File: src/rtl/gdt_pkg.sv
package gdt_pkg;
    typedef enum logic [1:0] {
        ST_IDLE   = 2'd0,
        ST_REDUCE = 2'd1,
        ST_DIVIDE = 2'd2
    } gdt_state_e;
endpackage

File: src/rtl/gdt_prep.sv
// Forms the unsigned magnitudes used by the test: |a|, |c| and |d - b|.
module gdt_prep #(
    parameter int W = 16
) (
    input  logic signed [W-1:0] coef_a,
    input  logic signed [W-1:0] off_b,
    input  logic signed [W-1:0] coef_c,
    input  logic signed [W-1:0] off_d,
    output logic        [W-1:0] mag_a,
    output logic        [W-1:0] mag_c,
    output logic        [W-1:0] mag_diff
);
    localparam int DW = W + 1;

    logic signed [DW-1:0] diff;
    logic        [DW-1:0] diff_abs;

    always_comb begin
        diff     = DW'(off_d) - DW'(off_b);
        diff_abs = diff[DW-1] ? DW'(-diff) : DW'(diff);
        mag_diff = diff_abs[W-1:0];
        mag_a    = coef_a[W-1] ? W'(-coef_a) : W'(coef_a);
        mag_c    = coef_c[W-1] ? W'(-coef_c) : W'(coef_c);
    end
endmodule

File: src/rtl/gdt_euclid_step.sv
// One subtractive Euclid step, plus detection that the pair has settled.
module gdt_euclid_step #(
    parameter int W = 16
) (
    input  logic [W-1:0] x,
    input  logic [W-1:0] y,
    output logic [W-1:0] x_next,
    output logic [W-1:0] y_next,
    output logic         settled,
    output logic [W-1:0] gcd_val
);
    always_comb begin
        settled = (x == '0) || (y == '0) || (x == y);
        gcd_val = x | y;
        if (x > y) begin
            x_next = x - y;
            y_next = y;
        end else begin
            x_next = x;
            y_next = y - x;
        end
    end
endmodule

File: src/rtl/gcd_dep_tester.sv
module gcd_dep_tester
    import gdt_pkg::*;
#(
    parameter int W = 16
) (
    input  logic                clk,
    input  logic                rst_n,
    input  logic                start_i,
    input  logic signed [W-1:0] coef_a_i,
    input  logic signed [W-1:0] off_b_i,
    input  logic signed [W-1:0] coef_c_i,
    input  logic signed [W-1:0] off_d_i,
    output logic                busy_o,
    output logic                done_o,
    output logic                dep_o,
    output logic                indep_o
);
    gdt_state_e state_q, state_d;
    logic [W-1:0] x_q, x_d, y_q, y_d, r_q, r_d;
    logic [W-1:0] mag_a, mag_c, mag_diff;
    logic [W-1:0] x_nx, y_nx, gcd_val;
    logic         settled;
    logic         fin, fin_dep, launch;

    gdt_prep #(.W(W)) u_prep (
        .coef_a   (coef_a_i),
        .off_b    (off_b_i),
        .coef_c   (coef_c_i),
        .off_d    (off_d_i),
        .mag_a    (mag_a),
        .mag_c    (mag_c),
        .mag_diff (mag_diff)
    );

    gdt_euclid_step #(.W(W)) u_step (
        .x       (x_q),
        .y       (y_q),
        .x_next  (x_nx),
        .y_next  (y_nx),
        .settled (settled),
        .gcd_val (gcd_val)
    );

    // Next-state and datapath decisions
    always_comb begin
        state_d = state_q;
        x_d     = x_q;
        y_d     = y_q;
        r_d     = r_q;
        fin     = 1'b0;
        fin_dep = 1'b0;
        launch  = 1'b0;
        unique case (state_q)
            ST_IDLE: begin
                if (start_i) begin
                    launch  = 1'b1;
                    state_d = ST_REDUCE;
                    x_d     = mag_a;
                    y_d     = mag_c;
                    r_d     = mag_diff;
                end
            end
            ST_REDUCE: begin
                if (settled) begin
                    state_d = ST_DIVIDE;
                    x_d     = gcd_val;
                end else begin
                    x_d = x_nx;
                    y_d = y_nx;
                end
            end
            ST_DIVIDE: begin
                if ((x_q != '0) && (r_q >= x_q)) begin
                    r_d = r_q - x_q;
                end else begin
                    state_d = ST_IDLE;
                    fin     = 1'b1;
                    fin_dep = (r_q == '0);
                end
            end
            default: state_d = ST_IDLE;
        endcase
    end

    // State and working registers
    always_ff @(posedge clk or negedge rst_n) begin
        if (!rst_n) begin
            state_q <= ST_IDLE;
            x_q     <= '0;
            y_q     <= '0;
            r_q     <= '0;
        end else begin
            state_q <= state_d;
            x_q     <= x_d;
            y_q     <= y_d;
            r_q     <= r_d;
        end
    end

    // Registered outputs
    always_ff @(posedge clk or negedge rst_n) begin
        if (!rst_n) begin
            done_o  <= 1'b0;
            dep_o   <= 1'b0;
            indep_o <= 1'b0;
        end else begin
            done_o <= fin;
            if (fin) begin
                dep_o   <= fin_dep;
                indep_o <= !fin_dep;
            end else if (launch) begin
                dep_o   <= 1'b0;
                indep_o <= 1'b0;
            end
        end
    end

    assign busy_o = (state_q != ST_IDLE);


    done_pulse_chk: assert property (@(posedge clk) disable iff (!rst_n)
        done_o |=> !done_o);

    done_verdict_chk: assert property (@(posedge clk) disable iff (!rst_n)
        done_o |-> (!busy_o && (dep_o ^ indep_o)));

    verdict_hold_chk: assert property (@(posedge clk) disable iff (!rst_n)
        (!busy_o && !start_i) |=> ($stable(dep_o) && $stable(indep_o)));

    no_restart_chk: assert property (@(posedge clk) disable iff (!rst_n)
        (state_q == ST_DIVIDE) |=> (state_q != ST_REDUCE));

    launch_busy_chk: assert property (@(posedge clk) disable iff (!rst_n)
        (!busy_o && start_i) |=> (busy_o && !dep_o && !indep_o));

    reduce_shrinks_chk: assert property (@(posedge clk) disable iff (!rst_n)
        ((state_q == ST_REDUCE) && !settled) |=> ((x_q + y_q) < $past(x_q + y_q)));
endmodule

File: config.mk
export PLATFORM = sky130hd
export DESIGN_NAME = gcd_dep_tester
export DESIGN_NICKNAME = d
export VERILOG_FILES = /design/src/rtl/gdt_pkg.sv /design/src/rtl/gdt_prep.sv /design/src/rtl/gdt_euclid_step.sv /design/src/rtl/gcd_dep_tester.sv
export SDC_FILE = /design/constraint.sdc
export NUM_CORES = 1
export LEC_CHECK = 0
export BUFFER_PORTS_ARGS = -buffer_cell sky130_fd_sc_hd__buf_2
export CAP_MARGIN = 10
export CORE_MARGIN = 4
export CORE_UTILIZATION = 55
export DETAILED_ROUTE_END_ITERATION = 8
export GPL_TIMING_DRIVEN = 0
export PLACE_DENSITY_LB_ADDON = 0.3
export SLEW_MARGIN = 20
export SYNTH_ARGS = -nofsm -noshare
export SYNTH_HDL_FRONTEND = slang
export SYNTH_HIERARCHICAL = 1
export SYNTH_SLANG_ARGS = --single-unit
File: constraint.sdc
create_clock -name clk -period 7.4 [get_ports clk]
set_clock_uncertainty 0.2 [all_clocks]
set_input_delay 0 -clock clk [delete_from_list [all_inputs] [get_ports clk]]
set_output_delay 0 -clock clk [all_outputs]
set_load 0.03 [all_outputs]
Word-level counts from Yosys, hierarchy flattened:

Cells that the tools add are included.

* magnitude comparators: 2
* bitwise logic cells: 1
* muxes and demuxes: 27
* equal/unequal tests: 10
* reduce and logical (&&, ||, !) cells: 17
* add/sub/neg operators: 7

Operator list (count)
* 16-bit two-way mux: 11
* 16-bit case mux with 2 select lines: 3
* 16-bit logical NOT: 3
* 16-bit negation: 3
* 16-bit subtractor: 3
* 16-bit by 16-bit subtractor with 17-bit output: 1
* 16-bit equality test: 1
* 16-bit >= comparator: 1
* 16-bit > comparator: 1
* 16-bit OR: 1
* 16-bit nonzero test: 1
* 2-bit inequality test (second input constant): 6
* 1-bit two-way mux: 9
* 3-bit AND reduction: 3
* 2-bit nonzero test: 4
* 2-bit two-way mux: 3
* 2-bit case mux with 3 select lines: 1
* 4-bit AND reduction: 1
* 3-bit by 2-bit inequality test with 1-bit output (second input constant): 1
* 2-bit by 1-bit equality test with 1-bit output (second input constant): 1
* 2-bit equality test (second input constant): 1
* 2-bit logical NOT: 1
* 1-bit logical OR: 2
* 1-bit logical AND: 1
* 1-bit logical NOT: 1

* register bits after elaboration: 53
* input port bits: 67

Logic depth before layout (Yosys ltp):

Gate-level depths: netlist (run 1).

* depth in word-level cells: 6
* mapped depth: 16
* mapped depth without buffers: 15

By module:

Netlist (run 1), hierarchy kept.

Modules (own cells, without submodules)
* gcd_dep_tester: seq. area each 1326.3 µm², cells each 404, area each 3588.4 µm², instances 1
* gdt_euclid_step: seq. area each 0.0 µm², cells each 383, area each 2517.4 µm², instances 1
* gdt_prep: seq. area each 0.0 µm², cells each 256, area each 1828.0 µm², instances 1

Worst setup path before layout (run 1):

Ideal clock, no wire load.

* path type: flip-flop to flip-flop
* start point: reg x_q[12]
* end point: reg x_q[12]
* library setup time: 0.136 ns
* cell stages (with the launch flop): 17
* clock period less this slack: 3.890 ns
* data arrival time: 3.554 ns
* slack: 3.510 ns
* data required time: 7.064 ns
* cell sequence: dfrtp_1 > inv_1 > ha_1 > buf_6 > or2_4 > or3_1 > nor2b_2 > and3_1 > buf_2 > clkbuf_1 > nand3b_1 > clkbuf_1 > buf_1 > mux2i_1 > nor2_1 > a21oi_1 > o21ai_0

* cells in the longest elaborated chain, start to end: 5
* elaborated cells on any way between the ends: 12
* classes of those cells: add/sub: 1; order compare: 1; eq/ne: 2; mux: 3; bitwise: 1; reduce/logical: 4

Ends and longest elaborated chain
* start: declaration: line gcd_dep_tester.sv:19 `logic [W-1:0] x_q, x_d, y_q, y_d, r_q, r_d;`
* start signal: assignment: line gcd_dep_tester.sv:89 `x_q <= '0;`
* start signal: assignment: line gcd_dep_tester.sv:94 `x_q <= x_d;`
* 16-bit logical NOT: line gdt_euclid_step.sv:13 `settled = (x == '0) || (y == '0) || (x == y);`
* 1-bit logical OR: line gdt_euclid_step.sv:13
* 1-bit logical OR *: line gdt_euclid_step.sv:13
* via settled: line gcd_dep_tester.sv:22 `logic settled;`
* 3-bit by 2-bit inequality test with 1-bit output (no source line) / 16-bit two-way mux (equally long branches)
* 3-bit AND reduction (no source line) / 16-bit case mux with 2 select lines (equally long branches)

Mark *: on every way through the listed nets, which the timed path passes. The rest lies on a longest branch. The select of a mux whose other input is x is not followed.
A chain may end at the register's enable or synchronous reset.

Final worst setup path (run 1):

* start point: reg x_q[12]
* end point: reg x_q[7]

The elaborated chain is that of the path after synthesis.

==> implementation parameters, run 1 <==
Parameter                              Value

Placement
  Buffers added on ports ... 70
  Gpl congestion ... approximately 0.99
  Detailed placer's ending HPWL ... 18,000 um

Clock tree
  Number of sinks on the clock net ... 53
  Clock Latency Late Sink ... ~0.30 ns
  Root Buffer ... sky130_fd_sc_hd__clkbuf_16
  Post-cts repair resize count ... 0
  Clock buffer depth ... 2
  Clock-pin slew on the worst setup and hold paths ... approximately 0.08 ns
  Total CTS buffers ... 5
  H-Tree Depth ... 2
  Post-CTS Setup Inserts ... 0
  Hold buffer count at CTS ... 32
  CTS tree ... done

Global route
  Global-route congestion overflow total ... 0
  Wire length of the first global-routing pass ... 37,700 um
  Largest net degree at the start of global routing ... 54
  Overall Global Routing Usage ... roughly 28%
  Number of antenna violations at the first check in global routing ... 0
  Number of global-route vias before repair ... between 7,000 and 8,000

Pwr
  Switching power ... 2.58 mW
  Total leakage power ... between 4 and 5 nW
  Clock Power Share ... under 10%
  Peak supply drop ... approximately 0.22 mV
  Total power ... 4.67 mW
  Part of the power in combinational logic ... between 70% and 80%
  Switching Fraction ... 55.2%
  Portion of total power attributed to sequential cells ... roughly 15%
  Pwr Density ... roughly 520 nW/um^2
  Internal Pwr Total ... between 2 and 2.5 mW

Worst hold path
  Destination of the worst hold path ... y_q[1]
  Hold Path Origin ... coef_c_i[1]
  Worst min path class ... in2reg
  Cell depth of the worst min-delay path ... 5

Synth
  Summed instance area of the synthesized netlist ... about 7900 um^2
  Proportion of synthesized flip-flops having asynchronous set or reset ... 100%
  Number of register bits inferred by synthesis ... 53
  Leading post-synthesis cells by cell area ... sky130_fd_sc_hd__dfrtp_1 (17%), sky130_fd_sc_hd__ha_1 (13%), sky130_fd_sc_hd__xnor2_1 (6.6%)
  Area fraction of the dominant cell type after synthesis ... between 10% and 20%
  Avg Synthesized Cell Area ... 7.61 um^2
  Leading cell type by number of instances after synthesis ... sky130_fd_sc_hd__inv_1
  Leading cell types by count after synthesis ... sky130_fd_sc_hd__inv_1 (120), sky130_fd_sc_hd__o21ai_0 (95), sky130_fd_sc_hd__ha_1 (82)
  Largest area contributor in the synthesized netlist ... sky130_fd_sc_hd__dfrtp_1
  Unique masters post-synth ... between 80 and 90
  Gate count after technology mapping ... 1,043
  Most common flop cell mapped by yosys ... sky130_fd_sc_hd__dfrtp_1
  Post-synthesis sequential area ratio ... between 10% and 20%
  Net Count, Synth ... ~1,200
  Number of flops mapped to enable cells by yosys ... 0
  Yosys warning total ... 6

Routing
  Remaining design rule violation count ... 0
  Detail-routed net length per standard cell ... around 17 um
  TritonRoute pass-1 iters ... 6
  Antenna viol nets, final ... 0
  Total wire length after detailed routing ... ~23,000 um
  Vias per Instance ... 6.07
  DR vias ... 8,094
  Drt initial violations ... 646

STA
  Final-report hold violation count ... 0
  Final-report max-slew violation count ... 0
  Total negative setup slack ... 0 ns
  Post-Route Hold Slack ... between 0.02 and 0.03 ns
  Final period demand of the worst path ... between 4 and 5 ns
  Setup repair after global routing missed its margin ... no
  Setup violations, final ... 0
  Highest clock rate ... 0.205 GHz
  Final critical-path share of the clock period ... between 60% and 70%
  Actual slew at the worst max-slew pin ... roughly 0.85 ns
  Rel. slew slack ... roughly 44%

Floorplanning
  Initial core utilization ... 56.7%
  Number of placement rows ... 43
  Io pins ... around 70
  Standard cell core area ... 14,000 um^2
  Die width ... roughly 130 um
  Die Area ... roughly 16,000 um^2
  Die H ... approximately 130 um

Outcome
  Run status ... completed

Critical path
  Worst EP arrival ... ~4.8 ns
  Kind of critical path ... reg2reg
  Type of destination of the critical path ... flop
  CP Max Fanout ... 10
  Worst R2R Path Depth ... 16
  Worst r2r dst ... x_q[7]
  Critical path startpoint category ... flop
  CP Data Required Time ... between 7 and 8 ns
  Startpoint of the worst register-to-register path ... x_q[12]
  Setup slack of the worst register-to-register path ... 2.52 ns

Run
  Max capacitance violation total ... 0

Finish
  Net total in the final layout ... about 1,300
  Fraction of final layout cells sized beyond drive strength 1 ... between 10% and 20%
  Count of inserted antenna diode cells ... 0
  Layout Utilization ... between 60% and 70%
  Growth of design area from synthesis to finish ... 13.2%
==> routing by layer <==
| metal | global-route usage (%) | up-vias | wire, um |
|---|---|---|---|
| met5 | 0 | - | 0 |
| met4 | 7.12 | 0 | 470 |
| met3 | 4.13 | 48 | 1790 |
| met2 | 44.6 | 349 | 10300 |
| met1 | 39.4 | 3779 | 10500 |
| li1 | - | 3918 | - |
==> power by group through the flow <==
stage               Clock, mW  Combinational [mW]  Sequential, mW
floorplan                   0                2.82           0.583
global placement            0                3.54           0.690
detailed placement          0                3.60           0.690
CTS                     0.253                3.63           0.686
global route            0.263                4.13           0.713
finish                  0.251                3.71           0.703
==> area by class of cell <==
cell class / instances / area (um^2)
well taps: 180 / 225
flip-flops and latches: 53 / 1330
clock inverters: 3 / 26.3
plain buffers: 51 / 269
clock buffers: 5 / 125
repair buffers: 102 / 673
inverters: 120 / 450
fillers: 1294 / 5000
multi-input cells: 819 / 5890
==> critical path, cell delays in order (launching register included) <==
cell,delay (ns)
sky130_fd_sc_hd__dfrtp_1,0.54
sky130_fd_sc_hd__inv_1,0.15
sky130_fd_sc_hd__ha_1,0.31
sky130_fd_sc_hd__buf_6,0.15
sky130_fd_sc_hd__or2_4,0.25
sky130_fd_sc_hd__or3_1,0.34
sky130_fd_sc_hd__nor2b_2,0.17
sky130_fd_sc_hd__and3_1,0.16
sky130_fd_sc_hd__buf_2,0.14
sky130_fd_sc_hd__clkbuf_1,0.42
sky130_fd_sc_hd__nand3b_1,0.17
sky130_fd_sc_hd__clkbuf_1,0.46
sky130_fd_sc_hd__buf_1,0.65
sky130_fd_sc_hd__mux2i_1,0.34
sky130_fd_sc_hd__nor2_1,0.06
sky130_fd_sc_hd__a21oi_1,0.11
sky130_fd_sc_hd__o21ai_0,0.09
==> per-stage QoR <==
step | setup slack (ns) | area, um^2 | instances
floorplan | 3.51 | 7930 | 1043
global placement | 2.61 | 8510 | 1293
detailed placement | 2.61 | 8510 | 1293
CTS | 2.61 | 8980 | 1333
global route | 2.26 | 8980 | 1333
finish | 2.52 | 8980 | 1333
==> cell families (layout without fill, tap and decap cells) <==
| group | count (synthesis) | in the layout | share of synthesized area, % |
|---|---|---|---|
| and+or+nand+nor | 294 | 294 | 19.1 |
| adders and majority gates | 86 | 86 | 13.9 |
| xor gates and xnor gates | 83 | 83 | 9.16 |
| muxes | 50 | 50 | 6.51 |
| buffers and inverters | 171 | 281 | 9.07 |
| AOI/OAI and AO/OA | 306 | 306 | 25.5 |
| DFF | 53 | 53 | 16.7 |
==> placed cells by master, fill, tap and decap left out, types with 32 or more instances in the layout <==
master | netlist | final
sky130_fd_sc_hd__inv_1 | 120 | 120
sky130_fd_sc_hd__o21ai_0 | 95 | 95
sky130_fd_sc_hd__ha_1 | 82 | 82
sky130_fd_sc_hd__buf_2 | 11 | 80
sky130_fd_sc_hd__a21oi_1 | 77 | 77
sky130_fd_sc_hd__nand2_1 | 72 | 72
sky130_fd_sc_hd__xnor2_1 | 60 | 60
sky130_fd_sc_hd__nor2_1 | 54 | 54
sky130_fd_sc_hd__dfrtp_1 | 53 | 53
sky130_fd_sc_hd__mux2i_1 | 37 | 37
sky130_fd_sc_hd__nor3_1 | 37 | 37
sky130_fd_sc_hd__dlygate4sd3_1 | 0 | 32
==> state kept, by name (all words and copies together), names as in the netlist <==
| name | count |
|---|---|
| x_q | 16 |
| r_q | 16 |
| indep_o | 1 |
| done_o | 1 |
| state_q | 2 |
| y_q | 16 |
| dep_o | 1 |
==> worst max path at each step <==
stage | slack [ns] | startpoint | endpoint
2_1_floorplan | 3.51 | x_q[12] | x_q[12]
3_3_place_gp | 2.61 | x_q[13] | x_q[8]
3_5_place_dp | 2.61 | x_q[13] | x_q[8]
4_1_cts | 2.61 | x_q[13] | x_q[8]
5_1_grt | 2.26 | x_q[12] | x_q[7]
6_report | 2.52 | x_q[12] | x_q[7]
Note: power is estimated with default switching activity, not from simulation.
==> run 2, diff against run 1 <==
==> constraint.sdc (replaced) <==
create_clock -name clk -period 5.1 [get_ports clk]
set_clock_uncertainty 0.2 [all_clocks]
set_input_delay 0 -clock clk [delete_from_list [all_inputs] [get_ports clk]]
set_output_delay 0 -clock clk [all_outputs]
set_load 0.03 [all_outputs]
==> run 2 against run 1 <==
Compared with the run above:
- combinational power grew 45%
- total power grew 45%
- utilization is essentially flat
- setup slack lost 2.2 ns
- clock-buffer cell count is the same
- critical path depth is the same
- sequential power grew 45%
- hold slack is essentially flat
==> implementation parameters, run 2 (same netlist as run 1, synthesis figures left out) <==
Parameter                              Value

Placement
  Area after detailed placement ... 8510 um^2 (unchanged)
  Detailed placer's ending HPWL ... 18,000 um (unchanged)
  Gpl congestion ... 0.993 (unchanged)
  Buffers added on ports ... 70 (unchanged)
  Post-Place Worst Slack ... 0.312 ns (-2.30 ns)

Floorplanning
  Initial core utilization ... 56.7% (unchanged)
  Standard cell core area ... 14,000 um^2 (unchanged)
  Number of placement rows ... 43 (unchanged)
  Io pins ... 71 (unchanged)
  Die width ... 128 um (unchanged)
  Die Area ... 16,400 um^2 (unchanged)
  Die H ... 128 um (unchanged)

Critical path
  Kind of critical path ... reg2reg
  Critical path startpoint category ... flop
  Type of destination of the critical path ... flop
  CP Data Required Time ... 5.12 ns (-2.24 ns)
  CP Max Fanout ... 10 (unchanged)
  Worst EP arrival ... 4.80 ns (-0.04 ns)

Clock tree
  CTS tree ... done
  Number of sinks on the clock net ... 53 (unchanged)
  Root Buffer ... sky130_fd_sc_hd__clkbuf_16
  Clock-pin slew on the worst setup and hold paths ... 0.08 ns (about the same)
  Total CTS buffers ... 5 (unchanged)
  H-Tree Depth ... 2 (unchanged)
  Clock buffer depth ... 2 (unchanged)
  Post-CTS Setup Inserts ... 0 (unchanged)
  Clock Latency Late Sink ... 0.30 ns (about the same)

Finish
  Commonest non-fill, non-tap cell in the layout ... sky130_fd_sc_hd__inv_1
  Growth of design area from synthesis to finish ... 13.2% (about the same)
  Net total in the final layout ... 1,305 (unchanged)
  Most frequent cells in the layout ... sky130_fd_sc_hd__inv_1 (120), sky130_fd_sc_hd__o21ai_0 (95), sky130_fd_sc_hd__ha_1 (82)
  Layout Utilization ... 64.2% (about the same)
  Count of inserted antenna diode cells ... 0 (unchanged)
  Fraction of final layout cells sized beyond drive strength 1 ... 13.4% (+0.087 points)
  Leading registers by flop count ... r_q: 16 flops, x_q: 16 flops, y_q: 16 flops
  Final instance area ... 8980 um^2 (about the same)

Worst hold path
  Worst min path class ... in2reg

Routing
  TritonRoute pass-1 iters ... 5 (-1)
  Total wire length after detailed routing ... 23,100 um (about the same)
  DR vias ... 8,112 (+0.22%)
  Antenna viol nets, final ... 0 (unchanged)
  Vias per Instance ... 6.09 (+0.22%)
  Drt initial violations ... 648 (+0.31%)
  Detail-routed net length per standard cell ... 17.3 um (about the same)
  Remaining design rule violation count ... 0 (unchanged)

Run
  Max capacitance violation total ... 0 (unchanged)

Pwr
  Total power ... 6.77 mW (+45%)
  Switching Fraction ... 55.2% (about the same)
  Clock Power Share ... 5.4% (about the same)
  Pwr Density ... 754 nW/um^2 (+45%)
  Peak supply drop ... 0.320 mV (+45%)
  Internal Pwr Total ... 3.03 mW (+45%)
  Switching power ... 3.74 mW (+45%)
  Portion of total power attributed to sequential cells ... 15.1% (about the same)
  Part of the power in combinational logic ... 79.6% (about the same)
  Total leakage power ... 4.15 nW (about the same)

STA
  Setup violations, final ... 0 (unchanged)
  Final-report hold violation count ... 0 (unchanged)
  Final-report max-slew violation count ... 0 (unchanged)
  Final critical-path share of the clock period ... 93.7% (+28 points)
  Worst-case setup margin in the final layout ... 0.321 ns (-2.20 ns)
  Highest clock rate ... 0.209 GHz (+2.1%)
  Final period demand of the worst path ... 4.78 ns (-0.102 ns)
  Rel. slew slack ... 44.4% (+0.71 points)
  Actual slew at the worst max-slew pin ... 0.834 ns (-0.0106 ns)
  Setup repair after global routing missed its margin ... no
  Total negative setup slack ... 0 ns (unchanged)

Global route
  Global-route congestion overflow total ... 0 (unchanged)
  Largest net degree at the start of global routing ... 54 (unchanged)
  Overall Global Routing Usage ... 27.9% (unchanged)
  Number of global-route vias before repair ... 7,699 (unchanged)
  Wire length of the first global-routing pass ... 37,700 um (unchanged)
  Number of antenna violations at the first check in global routing ... 0 (unchanged)

Outcome
  Run status ... completed
-- run 2: cell count changes in the layout (fill, tap and decap cells not counted) --
cell,change
sky130_fd_sc_hd__clkbuf_2,+1
sky130_fd_sc_hd__buf_1,-1
-- run 2: power by group through the flow --
stage	combinational (mW)	sequential, mW	clock [mW]
2_1_floorplan	4.09	0.847	0
3_3_place_gp	5.14	1.00	0
3_5_place_dp	5.23	1.00	0
4_1_cts	5.27	0.996	0.367
5_1_grt	6.00	1.03	0.382
6_report	5.39	1.02	0.364
-- run 2: final timing paths --
path | from | end | slack, ns | cells past startpoint
min in group asynchronous | rst_n | y_q[9] | 0.09 | 2
worst min register to register | r_q[4] | r_q[4] | 0.36 | 1
max in group asynchronous | rst_n | r_q[15] | 4.11 | 2
worst max-delay path | x_q[12] | y_q[7] | 0.32 | 16
worst max register to register | x_q[12] | y_q[7] | 0.32 | 16
worst min-delay path | coef_c_i[1] | y_q[1] | 0.03 | 5
-- run 2: worst max-delay path, cell delays in order, from the launching register on --
cell and delay [ns]:
sky130_fd_sc_hd__dfrtp_1 0.54, sky130_fd_sc_hd__inv_1 0.15, sky130_fd_sc_hd__ha_1 0.31, sky130_fd_sc_hd__buf_6 0.15, sky130_fd_sc_hd__or2_4 0.25, sky130_fd_sc_hd__or3_1 0.34
sky130_fd_sc_hd__nor2b_2 0.17, sky130_fd_sc_hd__and3_1 0.16, sky130_fd_sc_hd__buf_2 0.14, sky130_fd_sc_hd__clkbuf_1 0.41, sky130_fd_sc_hd__nand3b_1 0.17, sky130_fd_sc_hd__clkbuf_1 0.47
sky130_fd_sc_hd__nor2_1 0.11, sky130_fd_sc_hd__nor2_1 0.43, sky130_fd_sc_hd__clkbuf_1 0.48, sky130_fd_sc_hd__nand2_1 0.12, sky130_fd_sc_hd__o21ai_0 0.10
-- run 2: per-stage QoR --
step	cells	hold slack (ns)
final	1333	0.0296
after global routing	1333	0.0520
after CTS	1333	0.0201
after detailed placement	1293	-0.103
after global placement	1293	0.118
after floorplan	1043	-0.496
-- run 2: timing repair --
item                       4_1_cts  5_1_grt
gates resized for setup          0        1
hold buffers                    32        0
setup endpoints to repair        0        5
hold endpoints to repair        85        0
-- run 2: area by class of cell --
class	instances	area, um^2
buffer	51	270
clock buffer	5	125
clock inverter	3	26.3
fill	1293	5000
inverter	120	450
multi-input combinational	819	5890
sequential	53	1330
tap	180	225
timing repair buffer	102	673
-- run 2: routing by layer --
| metal | wire length (um) | global-route usage (%) |
|---|---|---|
| met1 | 10400 | 39.4 |
| met2 | 10300 | 44.6 |
| met3 | 1950 | 4.13 |
| met4 | 450 | 7.12 |
| met5 | 0 | 0 |
==> run 3, diff against run 2 <==
--- a/config.mk
+++ b/config.mk
@@ -5,6 +5,7 @@
 export SDC_FILE = /design/constraint.sdc
 export NUM_CORES = 1
 export LEC_CHECK = 0
+export ABC_AREA = 1
 export BUFFER_PORTS_ARGS = -buffer_cell sky130_fd_sc_hd__buf_2
 export CAP_MARGIN = 10
 export CORE_MARGIN = 4
==> run 3 against run 2 <==
Compared with the run above:
- design area rose by 6.5%
- non-clock buffer count fell by 22
- wire length rose by 9.3%
- highest routed layer is now met5
- final cell count rose by 30%
- utilization fell by 1.3 points
- register-to-register slack improved by 1.5 ns
- die area rose by 7.3%
- setup slack improved by 1.5 ns
- hold slack got worse by 0.015 ns
- fmax rose by 44%
- sequential cell count did not move
==> implementation parameters, run 3 <==
Parameter                              Value

Finish
  Growth of design area from synthesis to finish ... 11.9%
  Leading registers by flop count ... r_q: 16 flops, x_q: 16 flops, y_q: 16 flops
  Layout Cells excl Fill ... 1,738 (+30%)
  Fraction of final layout cells sized beyond drive strength 1 ... 10.1% (-3.3 points)
  Commonest non-fill, non-tap cell in the layout ... sky130_fd_sc_hd__nand2_1
  Fill cell count ... 1,499 (+16%)
  Most frequent cells in the layout ... sky130_fd_sc_hd__nand2_1 (490), sky130_fd_sc_hd__inv_1 (272), sky130_fd_sc_hd__nand3_1 (87)
  Count of inserted antenna diode cells ... 0 (unchanged)
  Net total in the final layout ... 1,702 (+30%)

Critical path
  Critical path startpoint category ... flop
  Worst R2R Path Depth ... 12 (-4)
  Kind of critical path ... reg2reg
  Startpoint of the worst register-to-register path ... y_q[13]
  Type of destination of the critical path ... flop
  Critical path destination ... x_q[12]
  Worst EP arrival ... 3.33 ns (-1.47 ns)
  CP Max Fanout ... 10 (unchanged)
  Critical Path Source ... y_q[13]
  Worst r2r dst ... x_q[12]
  Setup slack of the worst register-to-register path ... 1.79 ns (+1.47 ns)
  CP Data Required Time ... 5.12 ns (about the same)

Clock tree
  Number of sinks on the clock net ... 53 (unchanged)
  H-Tree Depth ... 2 (unchanged)
  Post-cts repair resize count ... 0 (unchanged)
  Clock-pin slew on the worst setup and hold paths ... 0.07 ns (about the same)
  Total CTS buffers ... 5 (unchanged)
  CTS tree ... done
  Clock Latency Late Sink ... 0.31 ns (about the same)
  Post-CTS Setup Inserts ... 0 (unchanged)
  Clock buffer depth ... 2 (unchanged)
  Root Buffer ... sky130_fd_sc_hd__clkbuf_16

Outcome
  Run status ... completed

Global route
  Number of global-route vias before repair ... 8,750 (+14%)
  Global-route congestion overflow total ... 0 (unchanged)
  Largest net degree at the start of global routing ... 54 (unchanged)
  Overall Global Routing Usage ... 28.2% (+0.37 points)
  Wire length of the first global-routing pass ... 41,200 um (+9.2%)
  Number of antenna violations at the first check in global routing ... 1 (+1)

Floorplanning
  Initial core utilization ... 56.3% (-0.44 points)
  Die width ... 133 um (+3.6%)
  Die H ... 133 um (+3.6%)
  Die Area ... 17,600 um^2 (+7.3%)
  Number of placement rows ... 45 (+4.7%)
  Io pins ... 71 (unchanged)
  Standard cell core area ... 15,200 um^2 (+8.7%)

Pwr
  Pwr Density ... 743 nW/um^2 (-1.4%)
  Peak supply drop ... 0.330 mV (+3.1%)
  Total leakage power ... 5.51 nW (+33%)

Synth
  Leading cell types by count after synthesis ... sky130_fd_sc_hd__nand2_1 (490), sky130_fd_sc_hd__inv_1 (272), sky130_fd_sc_hd__nand3_1 (87)
  Net Count, Synth ... 1,597 (+34%)
  Most common flop cell mapped by yosys ... sky130_fd_sc_hd__dfrtp_1
  Proportion of synthesized flip-flops having asynchronous set or reset ... 100% (unchanged)
  Avg Synthesized Cell Area ... 5.93 um^2 (-22%)
  Number of flops mapped to enable cells by yosys ... 0 (unchanged)
  Area fraction of the dominant cell type after synthesis ... 21.5% (+4.8 points)
  Post-synthesis sequential area ratio ... 15.5% (-1.2 points)
  Summed instance area of the synthesized netlist ... 8560 um^2 (+7.8%)
  Yosys warning total ... 6 (unchanged)
  Leading cell type by number of instances after synthesis ... sky130_fd_sc_hd__nand2_1
  Gate count after technology mapping ... 1,444 (+38%)
  Unique masters post-synth ... 43 (-48%)
  Number of register bits inferred by synthesis ... 53 (unchanged)
  Largest area contributor in the synthesized netlist ... sky130_fd_sc_hd__nand2_1
  Leading post-synthesis cells by cell area ... sky130_fd_sc_hd__nand2_1 (21%), sky130_fd_sc_hd__dfrtp_1 (16%), sky130_fd_sc_hd__ha_1 (12%)

STA
  Setup violations, final ... 0 (unchanged)
  Final period demand of the worst path ... 3.31 ns (-1.47 ns)
  Final critical-path share of the clock period ... 64.9% (-29 points)
  Final-report hold violation count ... 0 (unchanged)
  Actual slew at the worst max-slew pin ... 0.724 ns (-0.110 ns)
  Rel. slew slack ... 51.7% (+7.3 points)
  Highest clock rate ... 0.302 GHz (+44%)
  Total negative setup slack ... 0 ns (unchanged)
  Setup repair after global routing missed its margin ... no
  Final-report max-slew violation count ... 0 (unchanged)

Placement
  Buffers added on ports ... 69 (-1.4%)
  Detailed placer's ending HPWL ... 20,700 um (+15%)
  Gpl congestion ... 0.971 (-2.2%)
  Total placed cells including tap cells ... 1,701 (+32%)

Run
  Max capacitance violation total ... 0 (unchanged)

Routing
  Vias per Instance ... 5.39 (-11%)
  Met3 wire len ... 2150 um (+10%)
  Detailed route wirelength on metal2 ... 11,400 um (+11%)
  Drt initial violations ... 797 (+23%)
  Remaining design rule violation count ... 0 (unchanged)
  DR vias ... 9,372 (+16%)
  TritonRoute pass-1 iters ... 5 (unchanged)
  Detail-routed net length per standard cell ... 14.5 um (-16%)
  Length of routed wiring on met1 ... 11,000 um (+6.2%)
  Total wire length after detailed routing ... 25,200 um (+9.3%)
  Antenna viol nets, final ... 0 (unchanged)
  Top metal layer carrying routed signals ... met5

Worst hold path
  Worst min path class ... in2reg
  Hold Path Origin ... coef_a_i[7]
run 3: power breakdown:
part | total [mW] | switching [mW] | leakage [nW] | internal, mW
Sequential | 0.961 | 0.311 | 0.650 | 0.650
Combinational | 5.80 | 3.75 | 4.79 | 2.06
Clock | 0.348 | 0.165 | 0.0631 | 0.183
run 3: critical path, cell delays in order (launching register included):
cell                      delay (ns)
sky130_fd_sc_hd__dfrtp_1        0.52
sky130_fd_sc_hd__inv_1          0.11
sky130_fd_sc_hd__ha_1           0.40
sky130_fd_sc_hd__nor2_1         0.26
sky130_fd_sc_hd__nand2_1        0.15
sky130_fd_sc_hd__nor2_2         0.13
sky130_fd_sc_hd__nand3_1        0.18
sky130_fd_sc_hd__nand3_1        0.19
sky130_fd_sc_hd__inv_1          0.08
sky130_fd_sc_hd__nor2_1         0.40
sky130_fd_sc_hd__buf_2          0.31
sky130_fd_sc_hd__a22oi_1        0.09
sky130_fd_sc_hd__a32oi_1        0.19
run 3: stage by stage:
stage	hold slack, ns	utilization (%)	area (um^2)	power [mW]	setup slack [ns]
after global placement	0.112	60.1	9140	6.49	1.98
after CTS	0.0185	63.0	9570	6.97	1.90
after detailed placement	-0.105	60.1	9140	6.57	1.95
after floorplan	-0.496	-	8560	5.12	2.57
after global routing	0.0582	63.0	9570	7.83	1.56
final	0.0146	63.0	9570	7.11	1.79
run 3: layout make-up:
class	instances	area [um^2]	share of cell area (%)
inverters	282	1060	11.1
well taps	188	235	2.46
multi-input cells	1076	5980	62.5
clock buffers	6	129	1.35
flip-flops and latches	53	1330	13.9
clock inverters	2	15.0	0.157
plain buffers	33	190	1.99
repair buffers	98	638	6.67
run 3: how the worst min path moves through the flow:
stage | to | slack (ns) | cells past startpoint
after global routing | x_q[0] | 0.06 | 4
final | x_q[7] | 0.01 | 4
after global placement | x_q[15] | 0.11 | 1
after detailed placement | x_q[14] | -0.11 | 1
after floorplan | dep_o | -0.50 | 0
after CTS | x_q[7] | 0.02 | 4
run 3: cell families (layout without fill, tap and decap cells):
group,after synthesis,after routing,synth area share [%]
AO/OA/AOI/OAI,157,157,11.1
XOR/XNOR,65,65,7.01
adder cells (fa/ha/maj),86,86,12.9
buffers and inverters,315,421,14.6
flip-flops,53,53,15.5
AND/OR/NAND/NOR,768,768,38.9
run 3: timing repair:
item / in CTS / in global routing
hold endpoints to repair: 80 / 0
hold buffers: 29 / 0
endpoints found under the setup margin: 0 / 0
run 3: metal layers:
| layer | track usage [%] | up-vias |
|---|---|---|
| met1 | 38.1 | 4217 |
| li1 | - | 4740 |
| met2 | 46.7 | 362 |
| met5 | 0 | - |
| met4 | 7.27 | 2 |
| met3 | 5.25 | 51 |
